`src/rtl/cfgp_pkg.sv`:
```
package cfgp_pkg;
  typedef enum logic [1:0] {
    MODE_SETTLE = 2'd0,
    MODE_LOAD   = 2'd1,
    MODE_USER   = 2'd2
  } port_mode_t;
endpackage

```
`src/rtl/cfgp_settle_timer.sv`:
```
module cfgp_settle_timer #(
  parameter int SETTLE_CYCLES = 8
) (
  input  logic clk,
  input  logic rst_n,
  input  logic run,
  output logic expired
);
  localparam int CW = (SETTLE_CYCLES > 1) ? $clog2(SETTLE_CYCLES) : 1;
  localparam logic [CW-1:0] LAST = CW'(SETTLE_CYCLES - 1);

  logic [CW-1:0] tick_q;

  always_ff @(posedge clk or negedge rst_n) begin
    if (!rst_n) begin
      tick_q <= '0;
    end else if (run && tick_q != LAST) begin
      tick_q <= tick_q + 1'b1;
    end
  end

  assign expired = run && (tick_q == LAST);
endmodule

```
`src/rtl/cfgp_bit_collector.sv`:
```
module cfgp_bit_collector #(
  parameter int STREAM_BITS = 16
) (
  input  logic                   clk,
  input  logic                   rst_n,
  input  logic                   take,
  input  logic                   bit_in,
  output logic [STREAM_BITS-1:0] word,
  output logic                   at_last
);
  localparam int NW = $clog2(STREAM_BITS + 1);
  localparam logic [NW-1:0] FINAL = NW'(STREAM_BITS - 1);

  logic [STREAM_BITS-1:0] shift_q;
  logic [NW-1:0]          seen_q;

  generate
    if (STREAM_BITS == 1) begin : g_single
      always_ff @(posedge clk or negedge rst_n) begin
        if (!rst_n)    shift_q <= '0;
        else if (take) shift_q <= bit_in;
      end
    end else begin : g_shift
      always_ff @(posedge clk or negedge rst_n) begin
        if (!rst_n)    shift_q <= '0;
        else if (take) shift_q <= {shift_q[STREAM_BITS-2:0], bit_in};
      end
    end
  endgenerate

  always_ff @(posedge clk or negedge rst_n) begin
    if (!rst_n)    seen_q <= '0;
    else if (take) seen_q <= seen_q + 1'b1;
  end

  assign word    = shift_q;
  assign at_last = (seen_q == FINAL);
endmodule

```
`src/rtl/cfgp_mode_fsm.sv`:
```
module cfgp_mode_fsm
  import cfgp_pkg::*;
(
  input  logic       clk,
  input  logic       rst_n,
  input  logic       settle_done,
  input  logic       final_take,
  output port_mode_t mode
);
  port_mode_t mode_q, mode_d;

  always_comb begin
    mode_d = mode_q;
    unique case (mode_q)
      MODE_SETTLE: if (settle_done) mode_d = MODE_LOAD;
      MODE_LOAD:   if (final_take)  mode_d = MODE_USER;
      MODE_USER:   mode_d = MODE_USER;
      default:     mode_d = MODE_SETTLE;
    endcase
  end

  always_ff @(posedge clk or negedge rst_n) begin
    if (!rst_n) mode_q <= MODE_SETTLE;
    else        mode_q <= mode_d;
  end

  assign mode = mode_q;
endmodule

```
`src/rtl/serial_cfg_port.sv`:
```
module serial_cfg_port
  import cfgp_pkg::*;
#(
  parameter int SETTLE_CYCLES = 8,
  parameter int STREAM_BITS   = 16
) (
  input  logic                   cfg_clk,
  input  logic                   prog_n,
  input  logic                   in_valid,
  input  logic                   in_data,
  output logic                   in_ready,
  output logic                   init_pull,
  output logic                   done_pull,
  output logic                   user_oe,
  output logic [STREAM_BITS-1:0] user_io_val
);
  port_mode_t             mode;
  logic                   settle_done;
  logic                   take;
  logic                   at_last;
  logic [STREAM_BITS-1:0] word;

  cfgp_settle_timer #(.SETTLE_CYCLES(SETTLE_CYCLES)) u_timer (
    .clk     (cfg_clk),
    .rst_n   (prog_n),
    .run     (mode == MODE_SETTLE),
    .expired (settle_done)
  );

  assign in_ready = prog_n && (mode == MODE_LOAD);
  assign take     = in_valid && in_ready;

  cfgp_bit_collector #(.STREAM_BITS(STREAM_BITS)) u_collect (
    .clk     (cfg_clk),
    .rst_n   (prog_n),
    .take    (take),
    .bit_in  (in_data),
    .word    (word),
    .at_last (at_last)
  );

  cfgp_mode_fsm u_fsm (
    .clk         (cfg_clk),
    .rst_n       (prog_n),
    .settle_done (settle_done),
    .final_take  (take && at_last),
    .mode        (mode)
  );

  assign user_oe     = prog_n && (mode == MODE_USER);
  assign user_io_val = user_oe ? word : '0;
  assign init_pull   = !prog_n || (mode == MODE_SETTLE);
  assign done_pull   = !user_oe;
endmodule

```
`config.mk`:
```
export PLATFORM = sky130hd
export DESIGN_NAME = serial_cfg_port
export DESIGN_NICKNAME = d
export VERILOG_FILES = /design/src/rtl/cfgp_pkg.sv /design/src/rtl/cfgp_settle_timer.sv /design/src/rtl/cfgp_bit_collector.sv /design/src/rtl/cfgp_mode_fsm.sv /design/src/rtl/serial_cfg_port.sv
export SDC_FILE = /design/constraint.sdc
export NUM_CORES = 1
export LEC_CHECK = 0
export CAP_MARGIN = 20
export CORE_UTILIZATION = 40
export DETAILED_ROUTE_END_ITERATION = 8
export DONT_BUFFER_PORTS = 1
export REMOVE_ABC_BUFFERS = 1
export SYNTH_ARGS = -nofsm -noshare
export SYNTH_HDL_FRONTEND = slang
export SYNTH_SLANG_ARGS = --single-unit
```
`constraint.sdc`:
```
create_clock -name cfg_clk -period 1.82 [get_ports cfg_clk]
set_input_delay 0.091 -clock cfg_clk [delete_from_list [all_inputs] [get_ports cfg_clk]]
set_output_delay 0.091 -clock cfg_clk [all_outputs]
set_load 0.01 [all_outputs]
```
# Word level (Yosys, flattened, before mapping)
# Cells that the tools add are included.
totals:
  input_bits: 4
  register_bits: 26
  wordCells: 28
classes:
  eq_ne: 7
  n_reduce_logical: 11
  add_sub_neg: 2
  muxes: 4
op_table:
  columns: ["operator", "count"]
  rows:
  - ["$mux W16", 1]
  - ["$logic_and A1 B1 Y1", 6]
  - ["$pmux W2 S3", 1]
  - ["$add A5 B1 Y5 const B", 1]
  - ["$eq A5 B4 Y1 const B", 1]
  - ["$mux W2", 2]
  - ["$add A3 B1 Y3 const B", 1]
  - ["$eq A3 B3 Y1 const B", 1]
  - ["$ne A3 B3 Y1 const B", 1]
  - ["$eq A2 B1 Y1 const B", 1]
  - ["$eq A2 B2 Y1 const B", 1]
  - ["$logic_not A1 Y1", 2]
  - ["$logic_not A2 Y1", 1]
  - ["$ne A2 B1 Y1 const B", 1]
  - ["$ne A2 B2 Y1 const B", 1]
  - ["$reduce_and A2 Y1", 1]
  - ["$logic_or A1 B1 Y1", 1]

# Longest topological paths before layout
depth:
  depth_word: 6
  mapped_depth: 6
  depth_no_buf: 6

# Cells and area by module
# A second synthesis with hierarchy kept.
unflattened:
  hier_cells: 97
  area_unflattened_um2: 1345.0
by_module_without_submodules:
  columns: ["module", "n_inst", "area_per_inst_um2", "cells_per_inst"]
  rows:
  - ["cfgp_bit_collector", 1, 843.3, 50]
  - ["serial_cfg_port", 1, 205.2, 25]
  - ["cfgp_settle_timer", 1, 160.2, 10]
  - ["cfgp_mode_fsm", 1, 136.4, 12]

# Worst setup path after synthesis
# OpenSTA, ideal clock, no wires.
synth_path:
  kind: "reg2reg"
  start: "register u_collect.seen_q[0]"
  end: "register u_fsm.mode_q[1] (netlist: u_fsm.mode[1])"
  path_stages_with_launch: 7
  setup_slack_ps: 315
  required_ps: 1695
  arrival_ps: 1381
  path_buffers: 0
  path_cell_list: "dfrtp_1 -> ha_1 -> and3_1 -> ha_1 -> nand3_1 -> a21oi_1 -> mux2_2"
synth_between:
  elab_chain_len: 4
synth_rtl:
  columns: ["item", "line_no", "rtl"]
  rows:
  - ["start: declaration", "cfgp_bit_collector.sv:15", "logic [NW-1:0] seen_q;"]
  - ["start signal: assignment", "cfgp_bit_collector.sv:33", "else if (take) seen_q <= seen_q + 1'b1;"]
  - ["$eq A5 B4 Y1", "cfgp_bit_collector.sv:37", "assign at_last = (seen_q == FINAL);"]
  - ["$logic_and A1 B1 Y1", "serial_cfg_port.sv:46", ".final_take (take && at_last),"]
  - ["$ne A2 B1 Y1 (no source line)", null, null]
  - ["$reduce_and A2 Y1 (no source line)", null, null]
  - ["end signal: assignment", "cfgp_mode_fsm.sv:24", "else mode_q <= mode_d;"]
  - ["end: declaration", "cfgp_mode_fsm.sv:10", "port_mode_t mode_q, mode_d;"]
# No other way between the ends.
# A chain may end at the register's enable or synchronous reset.

# Worst setup path in the final report
# Same ends and word-level chain as after synthesis.

==> reports/qor.txt <==
Final Max Tran Viols = 0
most common cell after layout, fill and taps aside = dfrtp_1
total inserted antenna cells = 0
area post-placement = 1336 um^2
CP Max Fanout = 3
Synth Area in XOR/XNOR = 0.02695
Util after Layout = 0.4630
final instance area = 1425 um^2
Leak Pwr = 0.7520 nW
Relative slew margins = 0.8169
Synth Instances = 98
nets = 115
total iterations of the first detailed-routing run = 4
Max Fclk = 612.7 MHz
P&R area growth vs syn = 9.625%
TNS Setup = 0 ns
crit path capture type = flip-flop
initial antenna violation count = 0
HP Class = in -> reg
largest net degree at the start of global routing = 28
outcome = completed
layout cells sized above 1 = 0.2913
cts bufs inserted = 3
post-synthesis adder-cell area fraction = 0.06737
number of global-route vias before repair = 737
H-tree depth = 1
Synth Area in Simple Gates = 0.1299
# rows = 20
Placeable Area = 3078 um^2
vias = 728
unrepaired setup endpoints after global routing = false
Final HPWL DP = 1310 um
top area cells in the synthesized netlist = dfrtp_1 50%, mux2_4 18%, and3_1 8.2%
FF/Latch Area = 650.6 um^2
power per cell area = 1212 nW/um^2
Seq/Total Area, Yosys = 0.5005
most frequent cells in the layout = 26 x dfrtp_1, 17 x and3_1, 16 x mux2_4
RePlAce Congestion = 0.6128
endpoints failing setup = 0
Cell variety after synth = 21
initial core utilization = 0.4224
CP arrival = 1.84 ns
Synth Area in Compound Gates = 0.01829
CTS tree = done
clock buffer depth = 2
Sink Count = 26
post-route clock period utilization = 0.8968
Port Buf Inserts = 0
Yosys top cell area share = 0.5005
Initial DRC Count = 22
Fin. Hold Viols = 0
Post-Route WL = 2136 um
post-route clock skew = 0.005489 ns
cell taking the most area after synthesis = dfrtp_1
first-pass GRT wire length = 3588 um
number of I/O pins = 24
overflow left after global routing = 0
startpoint types = flip-flop
Critical Path RT = 2.03 ns
synth warn = 0
largest family of logic cells by synthesized area = multiplexers
clock slew at reported path FFs = 0.13 ns
Min Clock Period, post-route = 1.632 ns
flop and latch count out of synthesis = 26
worst setup path class = reg -> reg
Clock Latency Late Sink = 0.31 ns
mux cell area share after synthesis = 0.2194
DRC violations left = 0
total track usage = 0.1409
Vias/cell = 4.952
cell area after synthesis = 1300 um^2
Avg Inst Size Synth = 13.27 um^2
Worst-Margin Slew = 0.2747 ns
wire per inst = 14.53 um
die area = 3482 um^2
filler instances = 297
Vert. Die Dim = 59.01 um
MaxCap Viol Count = 0
area of the multi-input gates = 603.1 um^2
Peak VDD IR = 630.2 uV
root buffer cell = clkbuf_4
Antenna Violating Nets Remaining = 0
Die X = 59.01 um
## cells by family (layout without fill, tap and decap cells)
| family | after synthesis | count (layout) |
|---|---|---|
| multiplexers | 20 | 20 |
| buffers and inverters | 9 | 14 |
| AND/OR/NAND/NOR | 28 | 28 |
| flip-flops | 26 | 26 |
| adder cells (fa/ha/maj) | 7 | 7 |
| AO/OA/AOI/OAI | 4 | 4 |
| XOR/XNOR | 4 | 4 |
## worst max-delay path: stages, from the launching register on
cell and delay (ns):
dfrtp_1 0.41, ha_1 0.18, and3_1 0.16, ha_1 0.13
nand3_1 0.12, a21oi_1 0.19, mux2_2 0.34
## final timing paths
path / start / to / slack (ns) / cells after the start
max in group asynchronous: prog_n / u_collect.word[15] / 1.40 / 2
min: in_valid / u_fsm.mode[0] / 0.03 / 2
min in group asynchronous: prog_n / u_collect.word[4] / 0.27 / 2
max reg2reg: u_collect.seen_q[0] / u_fsm.mode[1] / 0.19 / 6
min reg2reg: u_collect.seen_q[3] / u_collect.seen_q[3] / 0.49 / 1
max: u_collect.seen_q[0] / u_fsm.mode[1] / 0.19 / 6
## final cells by class
type	count	share of cell area
timing repair buffer	6	0.04565
tap	44	0.03863
multi-input combinational	63	0.4232
inverter	4	0.01054
sequential	26	0.4565
clock buffer	4	0.02546
## synthesized netlist by cell type
master    count
dfrtp_1      26
and3_1       17
mux2_4       16
ha_1          7
inv_1         4
mux2_2        4
clkbuf_1      3
a21oi_1       2
buf_6         2
nand2_1       2
nand3_1       2
nor2_1        2
xnor2_1       2
xor2_1        2
a311oi_1      1
and2_2        1
and2b_1       1
nand2b_1      1
nand3_2       1
nand4_1       1
o21ai_0       1
## metal layers
layer,part of all wire,track usage
met1,0.48,0.1884
met2,0.48,0.2224
met3,0.032,0.04148
met4,0.0070,0.04082
met5,0,0
## per-stage QoR
step,total power [mW],hold WS (ns),std cells,setup slack [ns]
5_1_grt,1.867,0.02105,147,0.05226
4_1_cts,1.746,0.01173,147,0.06277
3_3_place_gp,1.406,-0.2039,139,0.2842
6_report,1.727,0.02598,147,0.1879
2_1_floorplan,1.314,-0.2046,93,0.1320
3_5_place_dp,1.437,-0.2040,139,0.2286
## timing repair
action                                 CTS  global route
buffers inserted                         0             0
setup endpoints to repair                0             7
hold buffers                             4             0
endpoints found under the hold margin   28             0
gates resized for setup                  0             1
## power breakdown
part,total (mW),switching [mW],internal [mW]
Clock,0.281,0.159,0.122
Sequential,0.869,0.125,0.744
Combinational,0.577,0.260,0.317
## state kept, by name, summed over array words and instances (netlist names)
name,count
u_fsm.mode,2
u_collect.word,16
u_timer.tick_q,3
u_collect.seen_q,5
(Power assumes the default switching activity.)
